===== src/rtl/sio_port.sv =====
module sio_port #(
  parameter int DEPTH = 4
) (
  input  logic       clk,
  input  logic       rst_n,
  input  logic       sel,
  input  logic       we,
  input  logic [2:0] addr,
  input  logic [7:0] wdata,
  output logic [7:0] rdata,
  input  logic       rxd,
  output logic       txd
);
  localparam int PW = $clog2(DEPTH);
  localparam int CW = $clog2(DEPTH + 1);

  logic [7:0]  ctrl;
  logic [2:0]  psr;
  logic [15:0] tc;
  logic        wr, rd;
  assign wr = sel & we;
  assign rd = sel & ~we;

  always_ff @(posedge clk or negedge rst_n)
    if (!rst_n) begin
      ctrl <= '0; psr <= '0; tc <= '0;
    end else if (wr) begin
      case (addr)
        3'd0: ctrl <= wdata;
        3'd1: psr <= wdata[2:0];
        3'd2: tc[7:0] <= wdata;
        3'd3: tc[15:8] <= wdata;
        default: ;
      endcase
    end

  // baud tick generator
  logic [2:0]  sh;
  logic [15:0] fixed_per, reload, bcnt;
  logic        tick;
  assign sh        = {1'b0, psr[2], 1'b0} + {1'b0, psr[1:0]};
  assign fixed_per = 16'd10 << sh;
  assign reload    = ctrl[5] ? tc : fixed_per - 16'd1;
  assign tick      = (bcnt == 16'd0);

  always_ff @(posedge clk or negedge rst_n)
    if (!rst_n) bcnt <= '0;
    else        bcnt <= tick ? reload : bcnt - 16'd1;

  // transmitter
  logic [7:0]  thr;
  logic        thr_full, tx_busy;
  logic [11:0] tsh, fr;
  logic [3:0]  tleft, tcnt, flen;
  logic        tpar, load;

  assign tpar = ctrl[3] ^ (^(ctrl[1] ? thr : {1'b0, thr[6:0]}));
  assign flen = 4'd1 + (ctrl[1] ? 4'd8 : 4'd7) + {3'b0, ctrl[2]} + (ctrl[4] ? 4'd2 : 4'd1);
  assign load = tick & ~tx_busy & thr_full;

  always_comb begin
    fr = '1;
    fr[0] = 1'b0;
    for (int i = 0; i < 8; i++)
      if (i < 7 || ctrl[1]) fr[1+i] = thr[i];
    if (ctrl[2]) begin
      if (ctrl[1]) fr[9] = tpar;
      else         fr[8] = tpar;
    end
  end

  always_ff @(posedge clk or negedge rst_n)
    if (!rst_n) begin
      thr <= '0; thr_full <= 1'b0; tx_busy <= 1'b0;
      tsh <= '1; tleft <= '0; tcnt <= '0;
    end else begin
      if (wr && addr == 3'd5 && !thr_full) begin
        thr <= wdata;
        thr_full <= 1'b1;
      end
      if (load) begin
        tsh <= fr; tleft <= flen; tcnt <= '0;
        tx_busy <= 1'b1; thr_full <= 1'b0;
      end else if (tx_busy && tick) begin
        tcnt <= tcnt + 4'd1;
        if (tcnt == 4'd15) begin
          tsh <= {1'b1, tsh[11:1]};
          tleft <= tleft - 4'd1;
          if (tleft == 4'd1) tx_busy <= 1'b0;
        end
      end
    end

  assign txd = tx_busy ? tsh[0] : 1'b1;

  // receiver
  typedef enum logic [1:0] {R_IDLE, R_START, R_BITS, R_STOP} rstate_t;
  rstate_t    rstate;
  logic       rs1, rs2;
  logic [3:0] rcnt, ridx, nrx;
  logic [8:0] rsh, rsh_al;
  logic [7:0] rdat;
  logic       rpar, push;

  assign nrx    = (ctrl[1] ? 4'd8 : 4'd7) + {3'b0, ctrl[2]};
  assign rsh_al = rsh >> (4'd9 - nrx);
  assign rdat   = ctrl[1] ? rsh_al[7:0] : {1'b0, rsh_al[6:0]};
  assign rpar   = ctrl[1] ? rsh_al[8] : rsh_al[7];
  assign push   = ctrl[0] && rstate == R_STOP && tick && rcnt == 4'd15;

  always_ff @(posedge clk or negedge rst_n)
    if (!rst_n) begin
      rs1 <= 1'b1; rs2 <= 1'b1;
      rstate <= R_IDLE; rcnt <= '0; ridx <= '0; rsh <= '0;
    end else begin
      rs1 <= rxd; rs2 <= rs1;
      if (!ctrl[0]) rstate <= R_IDLE;
      else if (tick) begin
        rcnt <= rcnt + 4'd1;
        case (rstate)
          R_IDLE: if (!rs2) begin rstate <= R_START; rcnt <= '0; end
          R_START: if (rcnt == 4'd7) begin
            rcnt <= '0; ridx <= '0;
            rstate <= rs2 ? R_IDLE : R_BITS;
          end
          R_BITS: if (rcnt == 4'd15) begin
            rsh <= {rs2, rsh[8:1]};
            ridx <= ridx + 4'd1;
            if (ridx == nrx - 4'd1) rstate <= R_STOP;
          end
          R_STOP: if (rcnt == 4'd15) rstate <= R_IDLE;
          default: rstate <= R_IDLE;
        endcase
      end
    end

  // receive FIFO and sticky flags
  logic [7:0]    mem [DEPTH];
  logic [PW-1:0] wp, rp;
  logic [CW-1:0] fcnt;
  logic          full, pop, push_ok, ovr, perr;
  assign full    = (fcnt == CW'(DEPTH));
  assign pop     = rd && addr == 3'd5 && fcnt != '0;
  assign push_ok = push && !full;

  always_ff @(posedge clk or negedge rst_n)
    if (!rst_n) begin
      wp <= '0; rp <= '0; fcnt <= '0; ovr <= 1'b0; perr <= 1'b0;
      for (int i = 0; i < DEPTH; i++) mem[i] <= '0;
    end else begin
      if (push_ok) begin
        mem[wp] <= rdat;
        wp <= (wp == PW'(DEPTH - 1)) ? '0 : wp + 1'b1;
      end
      if (pop) rp <= (rp == PW'(DEPTH - 1)) ? '0 : rp + 1'b1;
      fcnt <= fcnt + CW'(push_ok) - CW'(pop);
      if (wr && addr == 3'd4 && wdata[1]) ovr <= 1'b0;
      if (wr && addr == 3'd4 && wdata[2]) perr <= 1'b0;
      if (push && full) ovr <= 1'b1;
      if (push && ctrl[2] && (rpar != (ctrl[3] ^ (^rdat)))) perr <= 1'b1;
    end

  always_comb
    case (addr)
      3'd0: rdata = ctrl;
      3'd1: rdata = {5'b0, psr};
      3'd2: rdata = tc[7:0];
      3'd3: rdata = tc[15:8];
      3'd4: rdata = {4'b0, ~thr_full, perr, ovr, fcnt != '0};
      3'd5: rdata = mem[rp];
      default: rdata = '0;
    endcase
endmodule


===== config.mk =====
export PLATFORM = sky130hd
export DESIGN_NAME = sio_port
export DESIGN_NICKNAME = d
export VERILOG_FILES = /design/src/rtl/sio_port.sv
export SDC_FILE = /design/constraint.sdc
export NUM_CORES = 1
export LEC_CHECK = 0
export ABC_CLOCK_PERIOD_IN_PS = 4000
export BUFFER_PORTS_ARGS = -buffer_cell sky130_fd_sc_hd__buf_2
export CAP_MARGIN = 20
export CORE_MARGIN = 2
export CORE_UTILIZATION = 50
export DETAILED_ROUTE_END_ITERATION = 16
export GPL_TIMING_DRIVEN = 0
export PLACE_DENSITY = 0.66
export SLEW_MARGIN = 15
export SYNTH_ARGS = -nofsm -noshare
export SYNTH_HDL_FRONTEND = slang
export SYNTH_SLANG_ARGS = --single-unit

===== constraint.sdc =====
create_clock -name clk -period 4 [get_ports clk]
set_input_delay 0.2 -clock clk [delete_from_list [all_inputs] [get_ports clk]]
set_output_delay 0.2 -clock clk [all_outputs]
set_load 0.005 [all_outputs]

== Yosys cells after proc, flatten, opt, wreduce, memory -nomap -nowiden ==
Index checks and enable logic that the tools add are counted.

* Register bits after elaboration: 135
* Bits of input ports: 16
* Output and inout bits: 9
* Logic and storage cells: 179

* $add $sub $neg: 17
* Order comparisons: 3
* Equal/unequal tests: 25
* Shift-type cells: 2
* Multiplexer cells: 54
* Bitwise operators: 11
* Reductions and logical operators: 41

{| class="wikitable"
|+ Operators with widths
! kind !! number
|-
| 8-bit case mux with 6 select lines || 1
|-
| 4-bit two-way mux || 10
|-
| 8-bit two-way mux || 5
|-
| 12-bit two-way mux || 3
|-
| 32-bit bitwise mux || 1
|-
| 16-bit two-way mux || 2
|-
| 16-bit by 1-bit subtractor with 16-bit output (second input constant) || 2
|-
| 2-bit two-way mux || 12
|-
| 8-bit binary-select mux with 2-bit select || 1
|-
| 8-bit demux with 2-bit select || 1
|-
| 1-bit logical AND || 16
|-
| 16-bit logical NOT || 1
|-
| 4-bit case mux with 2 select lines || 2
|-
| 8-bit XOR reduction || 2
|-
| 4-bit by 3-bit << shifter with 16-bit output (first input constant) || 1
|-
| 1-bit two-way mux || 15
|-
| 2-bit nonzero test || 7
|-
| 4-bit by 1-bit adder with 4-bit output (second input constant) || 3
|-
| 3-bit != test (second input constant) || 4
|-
| 2-bit AND reduction || 6
|-
| 3-bit equality test (second input constant) || 3
|-
| 9-bit by 4-bit >> shifter with 9-bit output || 1
|-
| 4-bit by 1-bit adder with 4-bit output || 2
|-
| 2-bit equality test (second input constant) || 4
|-
| other kinds (34) || 48
|}

== Logic depth before layout (Yosys ltp) ==
* Depth after elaboration: 10
* Depth in mapped cells: 12
* Depth with buffers taken out: 12

== Least setup slack after synthesis ==
OpenSTA, ideal clock, no wires.

* Kind: register to register
* From: reg ctrl[1]
* To: reg perr
* Library setup time: 129 ps
* Arrival: 2734 ps
* Required time: 3871 ps
* Slack: 1136 ps
* Stages on the path, launching flop included: 11
* Path buffers: 2
* Clock period less this slack: 2864 ps
* Path through: dfrtp_1 > clkbuf_1 > inv_1 > ha_1 > buf_6 > mux4_1 > nor3b_1 > or3_1 > a211oi_1 > a2111o_1 > nand3_1

* Word-level cells in the longest chain between the ends: 10

{| class="wikitable"
|+ RTL lines
! item !! RTL line !! source
|-
| start, declared || 17 || <nowiki>logic [7:0] ctrl;</nowiki>
|-
| start signal, assigned || 29 || <nowiki>3'd0: ctrl <= wdata;</nowiki>
|-
| 4-bit two-way mux || 105 || <nowiki>assign nrx = (ctrl[1] ? 4'd8 : 4'd7) + {3'b0, ctrl[2]};</nowiki>
|-
| 4-bit by 1-bit adder with 4-bit output || 105 ||
|-
| 4-bit subtractor || 106 || <nowiki>assign rsh_al = rsh >> (4'd9 - nrx);</nowiki>
|-
| 9-bit by 4-bit >> shifter with 9-bit output || 106 ||
|-
| 8-bit two-way mux || 107 || <nowiki>assign rdat = ctrl[1] ? rsh_al[7:0] : {1'b0, rsh_al[6:0]};</nowiki>
|-
| 8-bit XOR reduction || 160 || <nowiki>if (push && ctrl[2] && (rpar != (ctrl[3] ^ (^rdat)))) perr <= 1'b1;</nowiki>
|-
| 1-bit XOR || 160 ||
|-
| 1-bit != test (*) || 160 ||
|-
| 1-bit logical AND (*) || 160 ||
|-
| 1-bit two-way mux or 2-bit nonzero test (tied branches) || -- ||
|-
| end signal, assigned || 148 || <nowiki>wp <= '0; rp <= '0; fcnt <= '0; ovr <= 1'b0; perr <= 1'b0;</nowiki>
|-
| end signal, assigned || 158 || <nowiki>if (wr && addr == 3'd4 && wdata[2]) perr <= 1'b0;</nowiki>
|-
| end signal, assigned || 160 ||
|-
| end, declared || 141 || <nowiki>logic full, pop, push_ok, ovr, perr;</nowiki>
|}

Every way passes the cells marked *; elsewhere a longest branch is shown, timed or not.
A chain may end at the register's enable or synchronous reset.

== Final worst setup path ==
Ends and elaborated chain as after synthesis.

==> metrics.txt <==
clock tree buffer depth=2; Antenna Nets Post-Route=0; critical path required time=4.30 ns; cell family with most CP delay=buffers and inverters; placed insts=878; starting density of the core=50.8%; TNS Setup=0 ns; post-synthesis sequential area ratio=45.4%; Worst R2R Setup Slack=~0.55 ns; Max FO, Critical Path=10; Layout Nets=762; dpl hpwl=12.2 mm; Layout Cells excl Fill=912; antenna violations before repair=0; #FFs+latches synth=133; Placer Congestion=approximately 0.84; diode count=0; Final Hold Fails=0; hold endpoint=tc[6]$_DFFE_PN0P_; Initial DRC Count=304; Slowest cell on crit path=mux4_1; unrepaired setup endpoints after global routing=false; measured slew at the worst slew-check pin=~0.85 ns; CTS sink cnt=133; CTS H-tree depth=4; Cell variety after synth=a little over 60; Hold WC Path Type=primary input to flop; Pwr Density=539 mW/mm^2; total global routing track utilization=roughly 22%; worst vdd ir=0.329 mV; Die ar.=0.0157 mm^2; global-route wire length before repair=27.9 mm; final worst path period share=86.3%; Slew Limit Headroom=42.6%; Max Freq=290 MHz; commonest non-fill, non-tap cell in the layout=dfrtp_1; Reg clk slew, reported paths=0.06 ns; FF-to-FF Start=ctrl[1]$_DFFE_PN0P_; Worst Hold Depth=2; Synth Cell Area=around 0.0074 mm^2; clock skew=around 0.0076 ns; Rows=44; Via density=5.76; CORE AREA=roughly 0.014 mm^2; post_cts resized=0; Slew Viols, Final=0; Syn Area/Cell=11.0 um^2; Total Power=0.00451 W; Root Buffer=clkbuf_16; CTS buffer count=17; EDFF count, synth=0; vias in the first global route=5458; I/O pins=25; IO buf count=24; CP Launch Type=flop; buffer and inverter count on the worst path=3; DR pass1 iterations=6; total gr overflow=0; ys flop type=dfrtp_1; asr flop ratio synth=100%; Vias=5250; share of layout cells above drive strength 1=24.0%; CP cell instances=clkbuf_1 > inv_1 > ha_1 > buf_6 > mux4_1 > nor3b_1 > or3_1 > a211oi_1 > a2111o_1 > nand3_1; Setup CP Type=flop to flop; largest net degree at the start of global routing=70; setup violators final=0; RR Endpoint=perr$_DFFE_PN0P_; MaxCap Viol Count=0; delay of the slowest critical-path stage=about 0.61 ns; die width=125 um; Min-Delay Startpoint=wdata[6]; outcome=finished clean; Die Height=approximately 130 um; most frequent cells in the layout=dfrtp_1, mux2_2, nand2_1, o21ai_0, inv_1; worst reg2reg path depth=10; post-CTS setup buffers=0; CTS tree=yes; CTS hold repair buffers=2; Syn Nets=716; Final min period=approximately 3.5 ns; WP data arrival=3.75 ns; clk_lat worst skew=~0.42 ns; DRC viols=0; warnings from Yosys=0; drt total wl=approximately 17 mm; routed len/inst=18.3 um; Worst Setup End Kind=flop; static leakage=between 3 and 4 nW; Mapped Cells=669; P&R area growth vs syn=13.7%
-- state kept, by name, summed over array words and instances, names as in the netlist --
name      cells
mem          32
bcnt         16
tc           16
tsh          10
rsh           9
ctrl          8
thr           8
rcnt          4
ridx          4
tcnt          4
tleft         4
fcnt          3
psr           3
rp            2
rstate        2
wp            2
ovr           1
perr          1
rs1           1
rs2           1
thr_full      1
tx_busy       1
-- synth_stat cells, types with 7 or more instances --
| cell | n | area (um^2) |
|---|---|---|
| nand3_1 | 16 | 80.1 |
| o21ai_0 | 44 | 220 |
| mux4_2 | 12 | 270 |
| o22ai_1 | 11 | 68.8 |
| a22oi_1 | 7 | 52.6 |
| dfrtp_1 | 121 | 3030 |
| nand2_1 | 63 | 236 |
| nor2_1 | 34 | 128 |
| nand2b_1 | 8 | 50.1 |
| mux2i_1 | 20 | 200 |
| or3_1 | 7 | 43.8 |
| nor3_1 | 13 | 65.1 |
| a21oi_1 | 20 | 100 |
| clkbuf_1 | 18 | 67.6 |
| inv_1 | 37 | 139 |
| xnor2_1 | 24 | 210 |
| dfstp_2 | 12 | 315 |
| ha_1 | 29 | 363 |
| xor2_1 | 7 | 61.3 |
| mux2_2 | 70 | 788 |
-- cell type report --
type / instances / area (um^2)
Buffer: 27 / 130
Fill cell: 1189 / 6110
Multi-Input combinational cell: 472 / 3750
Inverter: 37 / 139
Timing Repair Buffer: 27 / 174
Clock buffer: 17 / 425
Tap cell: 184 / 230
Sequential cell: 133 / 3340
Clock inverter: 15 / 180
-- layer usage --
metal	vias to the layer above	wire length, um	track usage (%)
met5	-	0	0
met4	0	136	5.23
met3	14	531	5.18
met2	83	8610	38.8
met1	2660	7390	28.8
li1	2493	-	-
-- cell families (layout without fill, tap and decap cells) --
family	count (synthesis)	count (layout)	synth area share [%]
compound gates	114	114	9.68
xor+xnor	31	31	3.69
fa+ha+maj	31	31	5.48
buf+inv	64	123	3.66
flops	133	133	45.4
mux	110	110	19.0
simple gates	186	186	13.0
-- worst register-to-register path, delay by kind of cell (launching register included) --
| family | cells | cell delay [ns] |
|---|---|---|
| AND/OR/NAND/NOR | 3 | 0.58 |
| multiplexers | 1 | 0.61 |
| adder cells (fa/ha/maj) | 1 | 0.43 |
| buffers and inverters | 3 | 0.89 |
| AO/OA/AOI/OAI | 2 | 0.46 |
| flip-flops | 1 | 0.37 |
-- metrics by stage --
| stage | worst slack (ns) | cell area, um^2 | hold WS [ns] | util [%] |
|---|---|---|---|---|
| finish | 0.547 | 8370 | 0.0748 | 57.8 |
| CTS | 0.515 | 8370 | 0.0587 | 57.8 |
| global route | 0.335 | 8370 | 0.0659 | 57.8 |
| detailed placement | 0.529 | 7740 | 0.233 | 53.5 |
| global placement | 0.548 | 7710 | 0.313 | 53.2 |
| floorplan | 1.14 | 7360 | -0.0956 | - |
-- where the power goes --
part / leakage, nW / internal [W] / total, W / switching (W)
Combinational: 1.69 / 0.000526 / 0.00110 / 0.000578
Clock: 0.278 / 0.000982 / 0.00159 / 0.000606
Sequential: 1.71 / 0.00157 / 0.00182 / 0.000248
-- worst max-delay path by stage --
stage / from / endpoint / slack [ns] / cells past startpoint
floorplan: ctrl[1]$_DFFE_PN0P_ / perr$_DFFE_PN0P_ / 1.14 / 10
global placement: ctrl[1]$_DFFE_PN0P_ / perr$_DFFE_PN0P_ / 0.55 / 10
detailed placement: ctrl[1]$_DFFE_PN0P_ / perr$_DFFE_PN0P_ / 0.53 / 10
CTS: ctrl[1]$_DFFE_PN0P_ / perr$_DFFE_PN0P_ / 0.51 / 10
global route: ctrl[1]$_DFFE_PN0P_ / perr$_DFFE_PN0P_ / 0.33 / 10
finish: ctrl[1]$_DFFE_PN0P_ / perr$_DFFE_PN0P_ / 0.55 / 10
(Power assumes the default switching activity.)
